<file path="config.mk">
export PLATFORM = sky130hd
export DESIGN_NAME = chain_node
export DESIGN_NICKNAME = d
export VERILOG_FILES = /design/src/rtl/chain_node_pkg.sv /design/src/rtl/cn_rx_framer.sv /design/src/rtl/cn_frame_timer.sv /design/src/rtl/cn_tx_stream.sv /design/src/rtl/chain_node.sv
export SDC_FILE = /design/constraint.sdc
export NUM_CORES = 1
export LEC_CHECK = 0
export BUFFER_PORTS_ARGS = -buffer_cell sky130_fd_sc_hd__buf_2
export CORE_ASPECT_RATIO = 1.4
export CORE_MARGIN = 5
export CORE_UTILIZATION = 40
export DETAILED_ROUTE_END_ITERATION = 10
export GPL_ROUTABILITY_DRIVEN = 0
export PLACE_DENSITY_LB_ADDON = 0.08
export SYNTH_ARGS = -nofsm -noshare
export SYNTH_HDL_FRONTEND = slang
export SYNTH_SLANG_ARGS = --single-unit
</file>
<file path="constraint.sdc">
create_clock -name clk -period 7.4 [get_ports clk]
set_input_delay 1.48 -clock clk [delete_from_list [all_inputs] [get_ports clk]]
set_output_delay 1.48 -clock clk [all_outputs]
set_load 0.01 [all_outputs]
</file>
<file path="src/rtl/chain_node_pkg.sv">
package chain_node_pkg;

  typedef enum logic [1:0] {
    RX_HUNT = 2'd0,
    RX_PAY  = 2'd1,
    RX_STOP = 2'd2
  } rx_state_t;

  typedef enum logic [1:0] {
    TX_IDLE = 2'd0,
    TX_FWD  = 2'd1,
    TX_APP  = 2'd2,
    TX_STP  = 2'd3
  } tx_state_t;

endpackage

</file>
<file path="src/rtl/cn_rx_framer.sv">
module cn_rx_framer
  import chain_node_pkg::*;
#(
  parameter int UP_W   = 16,
  parameter int STOP_N = 2
) (
  input  logic clk,
  input  logic rst,
  input  logic enable,
  input  logic in_valid,
  input  logic in_bit,
  output logic start_o,
  output logic fwd_valid_o,
  output logic fwd_bit_o,
  output logic fwd_last_o
);

  localparam int PC_W = (UP_W < 2) ? 1 : $clog2(UP_W);
  localparam int SC_W = (STOP_N < 2) ? 1 : $clog2(STOP_N);

  rx_state_t        state;
  logic [PC_W-1:0]  pay_cnt;
  logic [SC_W-1:0]  stop_cnt;

  // start and payload qualifiers decoded from the current phase
  always_comb begin
    start_o     = enable && (state == RX_HUNT) && in_valid && in_bit;
    fwd_valid_o = enable && (state == RX_PAY) && in_valid;
    fwd_bit_o   = in_bit;
    fwd_last_o  = fwd_valid_o && (pay_cnt == PC_W'(UP_W - 1));
  end

  always_ff @(posedge clk) begin
    if (rst || !enable) begin
      state    <= RX_HUNT;
      pay_cnt  <= '0;
      stop_cnt <= '0;
    end else begin
      unique case (state)
        RX_HUNT: begin
          if (start_o) begin
            state   <= RX_PAY;
            pay_cnt <= '0;
          end
        end
        RX_PAY: begin
          if (in_valid) begin
            if (fwd_last_o) begin
              stop_cnt <= '0;
              state    <= (STOP_N > 0) ? RX_STOP : RX_HUNT;
            end else begin
              pay_cnt <= pay_cnt + 1'b1;
            end
          end
        end
        RX_STOP: begin
          if (in_valid) begin
            if (stop_cnt == SC_W'(STOP_N - 1)) begin
              state <= RX_HUNT;
            end else begin
              stop_cnt <= stop_cnt + 1'b1;
            end
          end
        end
        default: state <= RX_HUNT;
      endcase
    end
  end

endmodule

</file>
<file path="src/rtl/cn_frame_timer.sv">
module cn_frame_timer #(
  parameter int PERIOD_W = 16
) (
  input  logic                clk,
  input  logic                rst,
  input  logic                enable,
  input  logic [PERIOD_W-1:0] period,
  output logic                tick_o
);

  logic [PERIOD_W-1:0] cnt;
  logic [PERIOD_W:0]   cnt_next;

  always_comb begin
    cnt_next = {1'b0, cnt} + 1'b1;
    tick_o   = enable && (cnt_next >= {1'b0, period});
  end

  always_ff @(posedge clk) begin
    if (rst || !enable) begin
      cnt <= '0;
    end else if (tick_o) begin
      cnt <= '0;
    end else begin
      cnt <= cnt_next[PERIOD_W-1:0];
    end
  end

endmodule

</file>
<file path="src/rtl/cn_tx_stream.sv">
module cn_tx_stream
  import chain_node_pkg::*;
#(
  parameter int SAMPLE_W = 8,
  parameter int STOP_N   = 2
) (
  input  logic                clk,
  input  logic                rst,
  input  logic                start_i,
  input  logic                direct_app_i,
  input  logic                fwd_valid_i,
  input  logic                fwd_bit_i,
  input  logic                fwd_last_i,
  input  logic [SAMPLE_W-1:0] sample_i,
  output logic                out_valid_o,
  output logic                out_bit_o,
  output logic                trig_o,
  output logic                overrun_o
);

  localparam int AC_W = (SAMPLE_W < 2) ? 1 : $clog2(SAMPLE_W);
  localparam int SC_W = (STOP_N < 2) ? 1 : $clog2(STOP_N);

  tx_state_t           state;
  logic [SAMPLE_W-1:0] shreg;
  logic [AC_W-1:0]     app_cnt;
  logic [SC_W-1:0]     stp_cnt;
  logic                busy;

  assign busy = (state != TX_IDLE);

  always_ff @(posedge clk) begin
    if (rst) begin
      state       <= TX_IDLE;
      shreg       <= '0;
      app_cnt     <= '0;
      stp_cnt     <= '0;
      out_valid_o <= 1'b0;
      out_bit_o   <= 1'b0;
      trig_o      <= 1'b0;
      overrun_o   <= 1'b0;
    end else begin
      out_valid_o <= 1'b0;
      out_bit_o   <= 1'b0;
      trig_o      <= 1'b0;
      overrun_o   <= 1'b0;
      if (start_i) begin
        // new frame wins over any unfinished one
        out_valid_o <= 1'b1;
        out_bit_o   <= 1'b1;
        trig_o      <= 1'b1;
        overrun_o   <= busy;
        shreg       <= sample_i;
        app_cnt     <= '0;
        stp_cnt     <= '0;
        state       <= direct_app_i ? TX_APP : TX_FWD;
      end else begin
        unique case (state)
          TX_IDLE: ;
          TX_FWD: begin
            if (fwd_valid_i) begin
              out_valid_o <= 1'b1;
              out_bit_o   <= fwd_bit_i;
              if (fwd_last_i) begin
                app_cnt <= '0;
                state   <= TX_APP;
              end
            end
          end
          TX_APP: begin
            out_valid_o <= 1'b1;
            out_bit_o   <= shreg[SAMPLE_W-1];
            shreg       <= shreg << 1;
            if (app_cnt == AC_W'(SAMPLE_W - 1)) begin
              stp_cnt <= '0;
              state   <= (STOP_N > 0) ? TX_STP : TX_IDLE;
            end else begin
              app_cnt <= app_cnt + 1'b1;
            end
          end
          TX_STP: begin
            out_valid_o <= 1'b1;
            out_bit_o   <= 1'b0;
            if (stp_cnt == SC_W'(STOP_N - 1)) begin
              state <= TX_IDLE;
            end else begin
              stp_cnt <= stp_cnt + 1'b1;
            end
          end
          default: state <= TX_IDLE;
        endcase
      end
    end
  end

endmodule

</file>
<file path="src/rtl/chain_node.sv">
module chain_node #(
  parameter int UP_W     = 16,
  parameter int SAMPLE_W = 8,
  parameter int STOP_N   = 2,
  parameter int PERIOD_W = 16
) (
  input  logic                clk,
  input  logic                rst,
  input  logic                master_sel,
  input  logic [PERIOD_W-1:0] frame_period,
  input  logic                in_valid,
  input  logic                in_bit,
  input  logic [SAMPLE_W-1:0] smp_data,
  output logic                smp_trig,
  output logic                out_valid,
  output logic                out_bit,
  output logic                overrun
);

  logic rx_start, fwd_valid, fwd_bit, fwd_last;
  logic tmr_tick, frame_start;

  cn_rx_framer #(
    .UP_W   (UP_W),
    .STOP_N (STOP_N)
  ) u_rx (
    .clk         (clk),
    .rst         (rst),
    .enable      (!master_sel),
    .in_valid    (in_valid),
    .in_bit      (in_bit),
    .start_o     (rx_start),
    .fwd_valid_o (fwd_valid),
    .fwd_bit_o   (fwd_bit),
    .fwd_last_o  (fwd_last)
  );

  cn_frame_timer #(
    .PERIOD_W (PERIOD_W)
  ) u_tmr (
    .clk    (clk),
    .rst    (rst),
    .enable (master_sel),
    .period (frame_period),
    .tick_o (tmr_tick)
  );

  assign frame_start = master_sel ? tmr_tick : rx_start;

  cn_tx_stream #(
    .SAMPLE_W (SAMPLE_W),
    .STOP_N   (STOP_N)
  ) u_tx (
    .clk          (clk),
    .rst          (rst),
    .start_i      (frame_start),
    .direct_app_i (master_sel),
    .fwd_valid_i  (fwd_valid),
    .fwd_bit_i    (fwd_bit),
    .fwd_last_i   (fwd_last),
    .sample_i     (smp_data),
    .out_valid_o  (out_valid),
    .out_bit_o    (out_bit),
    .trig_o       (smp_trig),
    .overrun_o    (overrun)
  );

endmodule

</file>
==> out/results.ini, run 1 <==
[yosys]
synth_ff_type=sky130_fd_sc_hd__dfxtp_1
mappedNetlistArea_sq_um=2350
syn_nets=323
fraction_of_registers_with_async_set_or_reset_after_synthesis_pct=0
synth_cells=268
seq_area_frac_synth_pct=34.9
synth_warnings=0
synth.avg_cell_area_sq_um=8.78
ys_seq_elements=41
netlist-cell-type-count=38
synth_enable_flop_cells=0

[floorplanning]
fp.dieArea_sq_um=7540
floorplan.die.height_um=101
initial_core_util_pct=40.7
die_width_um=74.8
floorplan.rows=33
ios=33
core_sq_um=5780

[cts]
numCtsBuffers=5
cts.sink_count=41
number_of_levels_the_h_tree_was_split_into=2
clkTransAtPathRegs_ps=70
postCtsResizedCells=0
cts_root_buf=sky130_fd_sc_hd__clkbuf_8
clockBufferDepth=2
cts_hold_buffers=0
tritoncts=yes
post-cts-setup-buffers=0
clkLatencyLatePin_ps=290

[timing]
final_period_minus_worst_setup_slack_ps=3380
setup_viol=0
layout_worst_path_cycle_share_pct=45.6
totalNegativeSetupSlack_ps=0
fmax_mhz=296
setup_slack_ps=4020
rsz0062_at_grt=no
clock-skew-final_ps=10.3
maxSlewViolCount=0
tightest_slew_ps=741
maxSlewHeadroom_pct=50.6
hold_viol_final=0

[finish]
mostFrequentLayoutCells=41 x sky130_fd_sc_hd__dfxtp_1, 32 x sky130_fd_sc_hd__buf_2, 26 x sky130_fd_sc_hd__ha_1, 24 x sky130_fd_sc_hd__inv_1, 21 x sky130_fd_sc_hd__nor2_1
finish.net_count=355
final_common_cell=sky130_fd_sc_hd__dfxtp_1
num-fill-cells=607
share_of_post_route_cells_with_drive_strength_above_1_pct=18.3
fin_util_pct=46.2
layout_overhead_on_the_synthesized_area_pct=13.6
antennaDiodeCount=0

[setup_path]
timing.critical_path.mode_cell=sky130_fd_sc_hd__nand3_1
r2r_setup_slack_ps=4020
worst-endpoint-arrival_ps=3590
worstPathRequired_ps=7620
crit_path_cell_trace=and3_1, nand3_1, or3_1, inv_1, and3_1, xor2_1, ha_1, nand3_1, nor2_1, nand3_1, nand4_1, o21ai_0, buf_4, and2_1, mux2i_1
critical-path-top-delay-family=simple AND/OR/NAND/NOR gates
worst_setup_path_end_kind=flip-flop
critPathSlowestCell=sky130_fd_sc_hd__or3_1
cpPeakStageDelay_ps=430
critical_path.max_fanout=12
crit_buf_inv=2
worst-setup-path-type=reg -> reg
worstRegToRegCells=15
worst_setup_path_start_kind=flip-flop
worst-path-stages=15

[grt]
grt_max_degree=19
grt_pass1_wl_um=7940
grt_residual_overflow=0
first_global_vias=1880
grt_antenna_before_repair=0
grtUsageTotal_pct=13.4

[outcome]
status=complete, no violations

[power_and_ir_drop]
total_leakage_power_nw=1.22
max-vdd-ir-drop_uv=128
power-per-cell-area_nw_per_um2=178
total_power_w=0.000476

[routing]
routed_via_density=5.05
wl_um=4610
wire_per_inst_um=12.4
detail_route.first_pass.iterations=4
first_iter_violations=56
route.detailed.drc=0
via_count=1870
post_route_antenna_net_violation_count=0

[worst_hold_path]
holdPathStages=2
worst_hold_path_type=reg -> reg

[placement]
place_worst_setup_slack_ps=3710
port_buffers=32
dpl.hpwl_um=3620

[flow_run]
drv_cap=0

state kept, by name, indices dropped and copies added, names as in the netlist:
name              cells
u_tx.state            2
u_tx.overrun_o        1
u_tx.out_valid_o      1
u_tx.app_cnt          3
u_tx.trig_o           1
u_tx.stp_cnt          1
u_tmr.cnt            16
u_tx.shreg            8
u_rx.pay_cnt          4
u_rx.state            2
u_tx.out_bit_o        1
u_rx.stop_cnt         1
final cells by class:
type	count	area [sq um]	share of cell area, %
Clock buffer	5	68.8	2.57
Clock inverter	2	35.0	1.31
Multi-Input combinational cell	195	1400	52.5
Sequential cell	41	821	30.7
Timing Repair Buffer	33	168	6.27
Inverter	24	90.1	3.37
Tap cell	70	87.6	3.28
kinds of logic after synthesis:
kind of cell,synth area share [%]
compound gates,12.7
xor+xnor,6.33
fa+ha+maj,13.8
buf+inv,5.53
flops,34.9
mux,4.36
simple gates,22.4
cell usage after synthesis (9+ instances only):
master / n / area share, %
sky130_fd_sc_hd__nor2_1: 21 / 3.3
sky130_fd_sc_hd__nand4_1: 9 / 2.4
sky130_fd_sc_hd__nand2_1: 15 / 2.4
sky130_fd_sc_hd__inv_1: 24 / 3.8
sky130_fd_sc_hd__ha_1: 26 / 14
sky130_fd_sc_hd__nand3_1: 13 / 2.8
sky130_fd_sc_hd__dfxtp_1: 41 / 35
sky130_fd_sc_hd__a211oi_1: 9 / 2.9
sky130_fd_sc_hd__a21oi_1: 20 / 4.3
sky130_fd_sc_hd__xor2_1: 9 / 3.3
metal layers:
metal	up-vias	part of all wire (%)	wire (um)	global-route usage (%)
met5	-	0	0	0
met4	0	1.6	74	4.93
met3	6	3.6	168	2.69
met2	26	52	2390	24.6
met1	850	43	1970	14.7
li1	988	-	-	-
stage by stage:
step                hold WS (ps)  area (sq um)  instances
finish                       465          2670        370
global placement             449          2570        363
detailed placement           461          2570        363
CTS                          467          2670        370
global route                 500          2670        370
floorplan                    430          2350        268
power by group:
| group | total, W | internal, W | switching, W |
|---|---|---|---|
| clock network | 0.000173 | 0.0000981 | 0.0000745 |
| logic | 0.0000697 | 0.0000320 | 0.0000377 |
| registers | 0.000234 | 0.000228 | 0.00000593 |
| total | 0.000476 | 0.000358 | 0.000118 |
worst min-delay path: stages, from the launching register on:
cell and delay, ps:
sky130_fd_sc_hd__dfxtp_1 310, sky130_fd_sc_hd__nand2_1 50, sky130_fd_sc_hd__mux2i_1 60
worst paths after layout:
path                                                  from                    endpoint
worst max register to register     u_tmr.cnt[2]$_SDFF_PP0_  u_tx.shreg[0]$_SDFFE_PP0P_
worst min register to register  u_tx.shreg[0]$_SDFFE_PP0P_  u_tx.shreg[0]$_SDFFE_PP0P_
worst min-delay path            u_tx.shreg[0]$_SDFFE_PP0P_  u_tx.shreg[0]$_SDFFE_PP0P_
worst max-delay path               u_tmr.cnt[2]$_SDFF_PP0_  u_tx.shreg[0]$_SDFFE_PP0P_
Note: power is estimated with default switching activity, not from simulation.
==> run 2, diff against run 1 <==
clock period = 3.4 ns   (was 7.4 ns; I/O delays follow)
==> run 2 against run 1 <==
Effect of this change: count of clock-buffer cells in the layout grew 1; clock power grew 140%; clock skew grew 2.8 ps; sequential power grew 120%; global-route usage grew 0.52 points; first-iteration DRC count grew 11%; sequential share of layout area shrank 0.55 points; register-to-register slack lost 3700 ps; utilization grew 0.91 points; final area grew 2.0%; non-clock buffer count grew 3; via count shrank 0.21%.
==> out/results.ini, run 2 (same netlist as run 1, synthesis figures left out) <==
[timing]
rsz0062_at_grt=no
maxSlewHeadroom_pct=50.2
final_layout_worst_hold_slack_ps=458
final_period_minus_worst_setup_slack_ps=3110
totalNegativeSetupSlack_ps=0
tightest_slew_ps=748
maxSlewViolCount=0
setup_viol=0
layout_worst_path_cycle_share_pct=91.6
hold_viol_final=0
fmax_mhz=321
clock-skew-final_ps=13.2

[setup_path]
worst_setup_path_end_kind=flip-flop
worst-path-stages=13
critical-path-top-delay-family=simple AND/OR/NAND/NOR gates
crit_path_start=u_tmr.cnt[3]$_SDFF_PP0_
crit_buf_inv=1
worst_setup_path_start_kind=flip-flop
regToRegEndpoint=u_tmr.cnt[3]$_SDFF_PP0_
cpPeakStageDelay_ps=650
worstPathRequired_ps=3640
r2r_setup_slack_ps=290
crit_path_cell_trace=and3_1, nand3_2, or3_1, inv_1, and3_1, xor2_2, ha_1, nand3_1, nor2_1, nand3_1, nand4_1, or4b_4, and2b_1
worst_setup_path_endpoint=u_tmr.cnt[3]$_SDFF_PP0_
critPathSlowestCell=sky130_fd_sc_hd__or4b_4
worstReg2RegStart=u_tmr.cnt[3]$_SDFF_PP0_
worst-setup-path-type=reg -> reg
critical_path.max_fanout=16
worstRegToRegCells=13
worst-endpoint-arrival_ps=3350

[cts]
cts_root_buf=sky130_fd_sc_hd__clkbuf_8
clkTransAtPathRegs_ps=80
cts_hold_buffers=0
cts.sink_count=41
clockBufferDepth=2
postCtsResizedCells=0
tritoncts=yes
number_of_levels_the_h_tree_was_split_into=2
post-cts-setup-buffers=0
numCtsBuffers=5
clkLatencyLatePin_ps=300

[flow_run]
drv_cap=0

[grt]
grtUsageMet1_pct=15.0
grt_pass1_wl_um=8090
first_global_vias=1846
met2_global_route_usage_pct=25.6
grt_max_degree=19
grt_antenna_before_repair=0
grt_residual_overflow=0
globalRoute.busiestLayer=met2
grtUsageMet3_pct=2.79
grtUsageTotal_pct=13.9

[finish]
final_common_cell=sky130_fd_sc_hd__dfxtp_1
num-fill-cells=627
layout_overhead_on_the_synthesized_area_pct=15.8
fin_cells=374
mostFrequentLayoutCells=40 x sky130_fd_sc_hd__dfxtp_1, 32 x sky130_fd_sc_hd__buf_2, 26 x sky130_fd_sc_hd__ha_1, 24 x sky130_fd_sc_hd__inv_1, 21 x sky130_fd_sc_hd__nor2_1
biggestRegsByFlops=u_tmr.cnt (16), u_tx.shreg (8), u_rx.pay_cnt (4)
number_of_flip_flops_under_the_largest_register_name=16
area_occupied_by_multi_input_gates_sq_um=1420
antennaDiodeCount=0
share_of_post_route_cells_with_drive_strength_above_1_pct=20.4
finish.net_count=358
layout.area.seq_sq_um=822
registers.top_by_ff_count=u_tmr.cnt

[power_and_ir_drop]
p_switching_w=0.000273
power-per-cell-area_nw_per_um2=396
p_int_w=0.000806
combinationalPowerShare_pct=14.2
part_of_the_total_power_dissipated_in_the_clock_network_pct=38.6
max-vdd-ir-drop_uv=273
total_leakage_power_nw=1.24
switching_share_pct=25.3
seq_power_share_pct=47.2

[placement]
port_buffers=32
dpl.hpwl_um=3740
dpl.cell_count=366

[routing]
route.detailed.drc=0
via_count=1866
detail_route.first_pass.iterations=3
post_route_antenna_net_violation_count=0
wl_um=4770
first_iter_violations=62
wire_per_inst_um=12.8
routed_via_density=4.99

[floorplanning]
floorplan.rows=33
die_width_um=74.8
floorplan.die.height_um=101
initial_core_util_pct=40.7
core_sq_um=5780
fp.dieArea_sq_um=7540
ios=33

[worst_hold_path]
worst_hold_path_type=reg -> reg
holdPathStages=2

[outcome]
status=complete, no violations

==> run 2: stage by stage <==
step / setup slack, ps / power, W / util (%) / instance area (sq um)
floorplan: 569 / 0.000632 / - / 2350
global placement: 338 / 0.000677 / 44.8 / 2590
detailed placement: 218 / 0.000676 / 44.8 / 2590
CTS: 177 / 0.00110 / 46.9 / 2710
global route: 2.39 / 0.00114 / 47.1 / 2730
finish: 286 / 0.00108 / 47.1 / 2730
==> run 2: how the worst min path moves through the flow <==
stage                                     startpoint                         end  slack [ps]
final                     u_tx.shreg[0]$_SDFFE_PP0P_  u_tx.shreg[0]$_SDFFE_PP0P_         460
after global routing      u_rx.state[1]$_SDFFE_PP0P_  u_rx.state[0]$_SDFFE_PP0P_         480
after CTS                 u_tx.shreg[0]$_SDFFE_PP0P_  u_tx.shreg[0]$_SDFFE_PP0P_         470
after detailed placement  u_tx.shreg[0]$_SDFFE_PP0P_  u_tx.shreg[0]$_SDFFE_PP0P_         460
after global placement    u_rx.state[1]$_SDFFE_PP0P_  u_rx.state[0]$_SDFFE_PP0P_         450
after floorplan           u_rx.state[1]$_SDFFE_PP0P_  u_rx.state[0]$_SDFFE_PP0P_         430
==> run 2: layer usage <==
layer  vias up  wire length (um)  part of all wire (%)
met4         0                83                   1.7
met5         -                 0                     0
met3         5               189                   4.0
li1        989                 -                     -
met1       844              1920                    40
met2        28              2580                    54
==> run 2: worst register-to-register path, cell delays in order, from the launching register on <==
cell and delay (ps):
sky130_fd_sc_hd__dfxtp_1 380, sky130_fd_sc_hd__and3_1 200, sky130_fd_sc_hd__nand3_2 130, sky130_fd_sc_hd__or3_1 390
sky130_fd_sc_hd__inv_1 80, sky130_fd_sc_hd__and3_1 190, sky130_fd_sc_hd__xor2_2 160, sky130_fd_sc_hd__ha_1 260
sky130_fd_sc_hd__nand3_1 110, sky130_fd_sc_hd__nor2_1 70, sky130_fd_sc_hd__nand3_1 80, sky130_fd_sc_hd__nand4_1 120
sky130_fd_sc_hd__or4b_4 650, sky130_fd_sc_hd__and2b_1 240
==> run 2: cell type report <==
| cell class | instances | share of cell area [%] |
|---|---|---|
| well taps | 70 | 3.21 |
| clock inverters | 2 | 1.38 |
| flip-flops and latches | 41 | 30.2 |
| repair buffers | 36 | 6.98 |
| clock buffers | 6 | 3.03 |
| inverters | 24 | 3.31 |
| multi-input cells | 195 | 51.9 |
==> run 2: power groups by stage <==
| stage | clock network (W) | logic (W) | registers (W) |
|---|---|---|---|
| 6_report | 0.000417 | 0.000153 | 0.000509 |
| 5_1_grt | 0.000450 | 0.000177 | 0.000512 |
| 4_1_cts | 0.000431 | 0.000157 | 0.000509 |
| 3_5_place_dp | 0 | 0.000156 | 0.000520 |
| 3_3_place_gp | 0 | 0.000157 | 0.000520 |
| 2_1_floorplan | 0 | 0.000113 | 0.000519 |
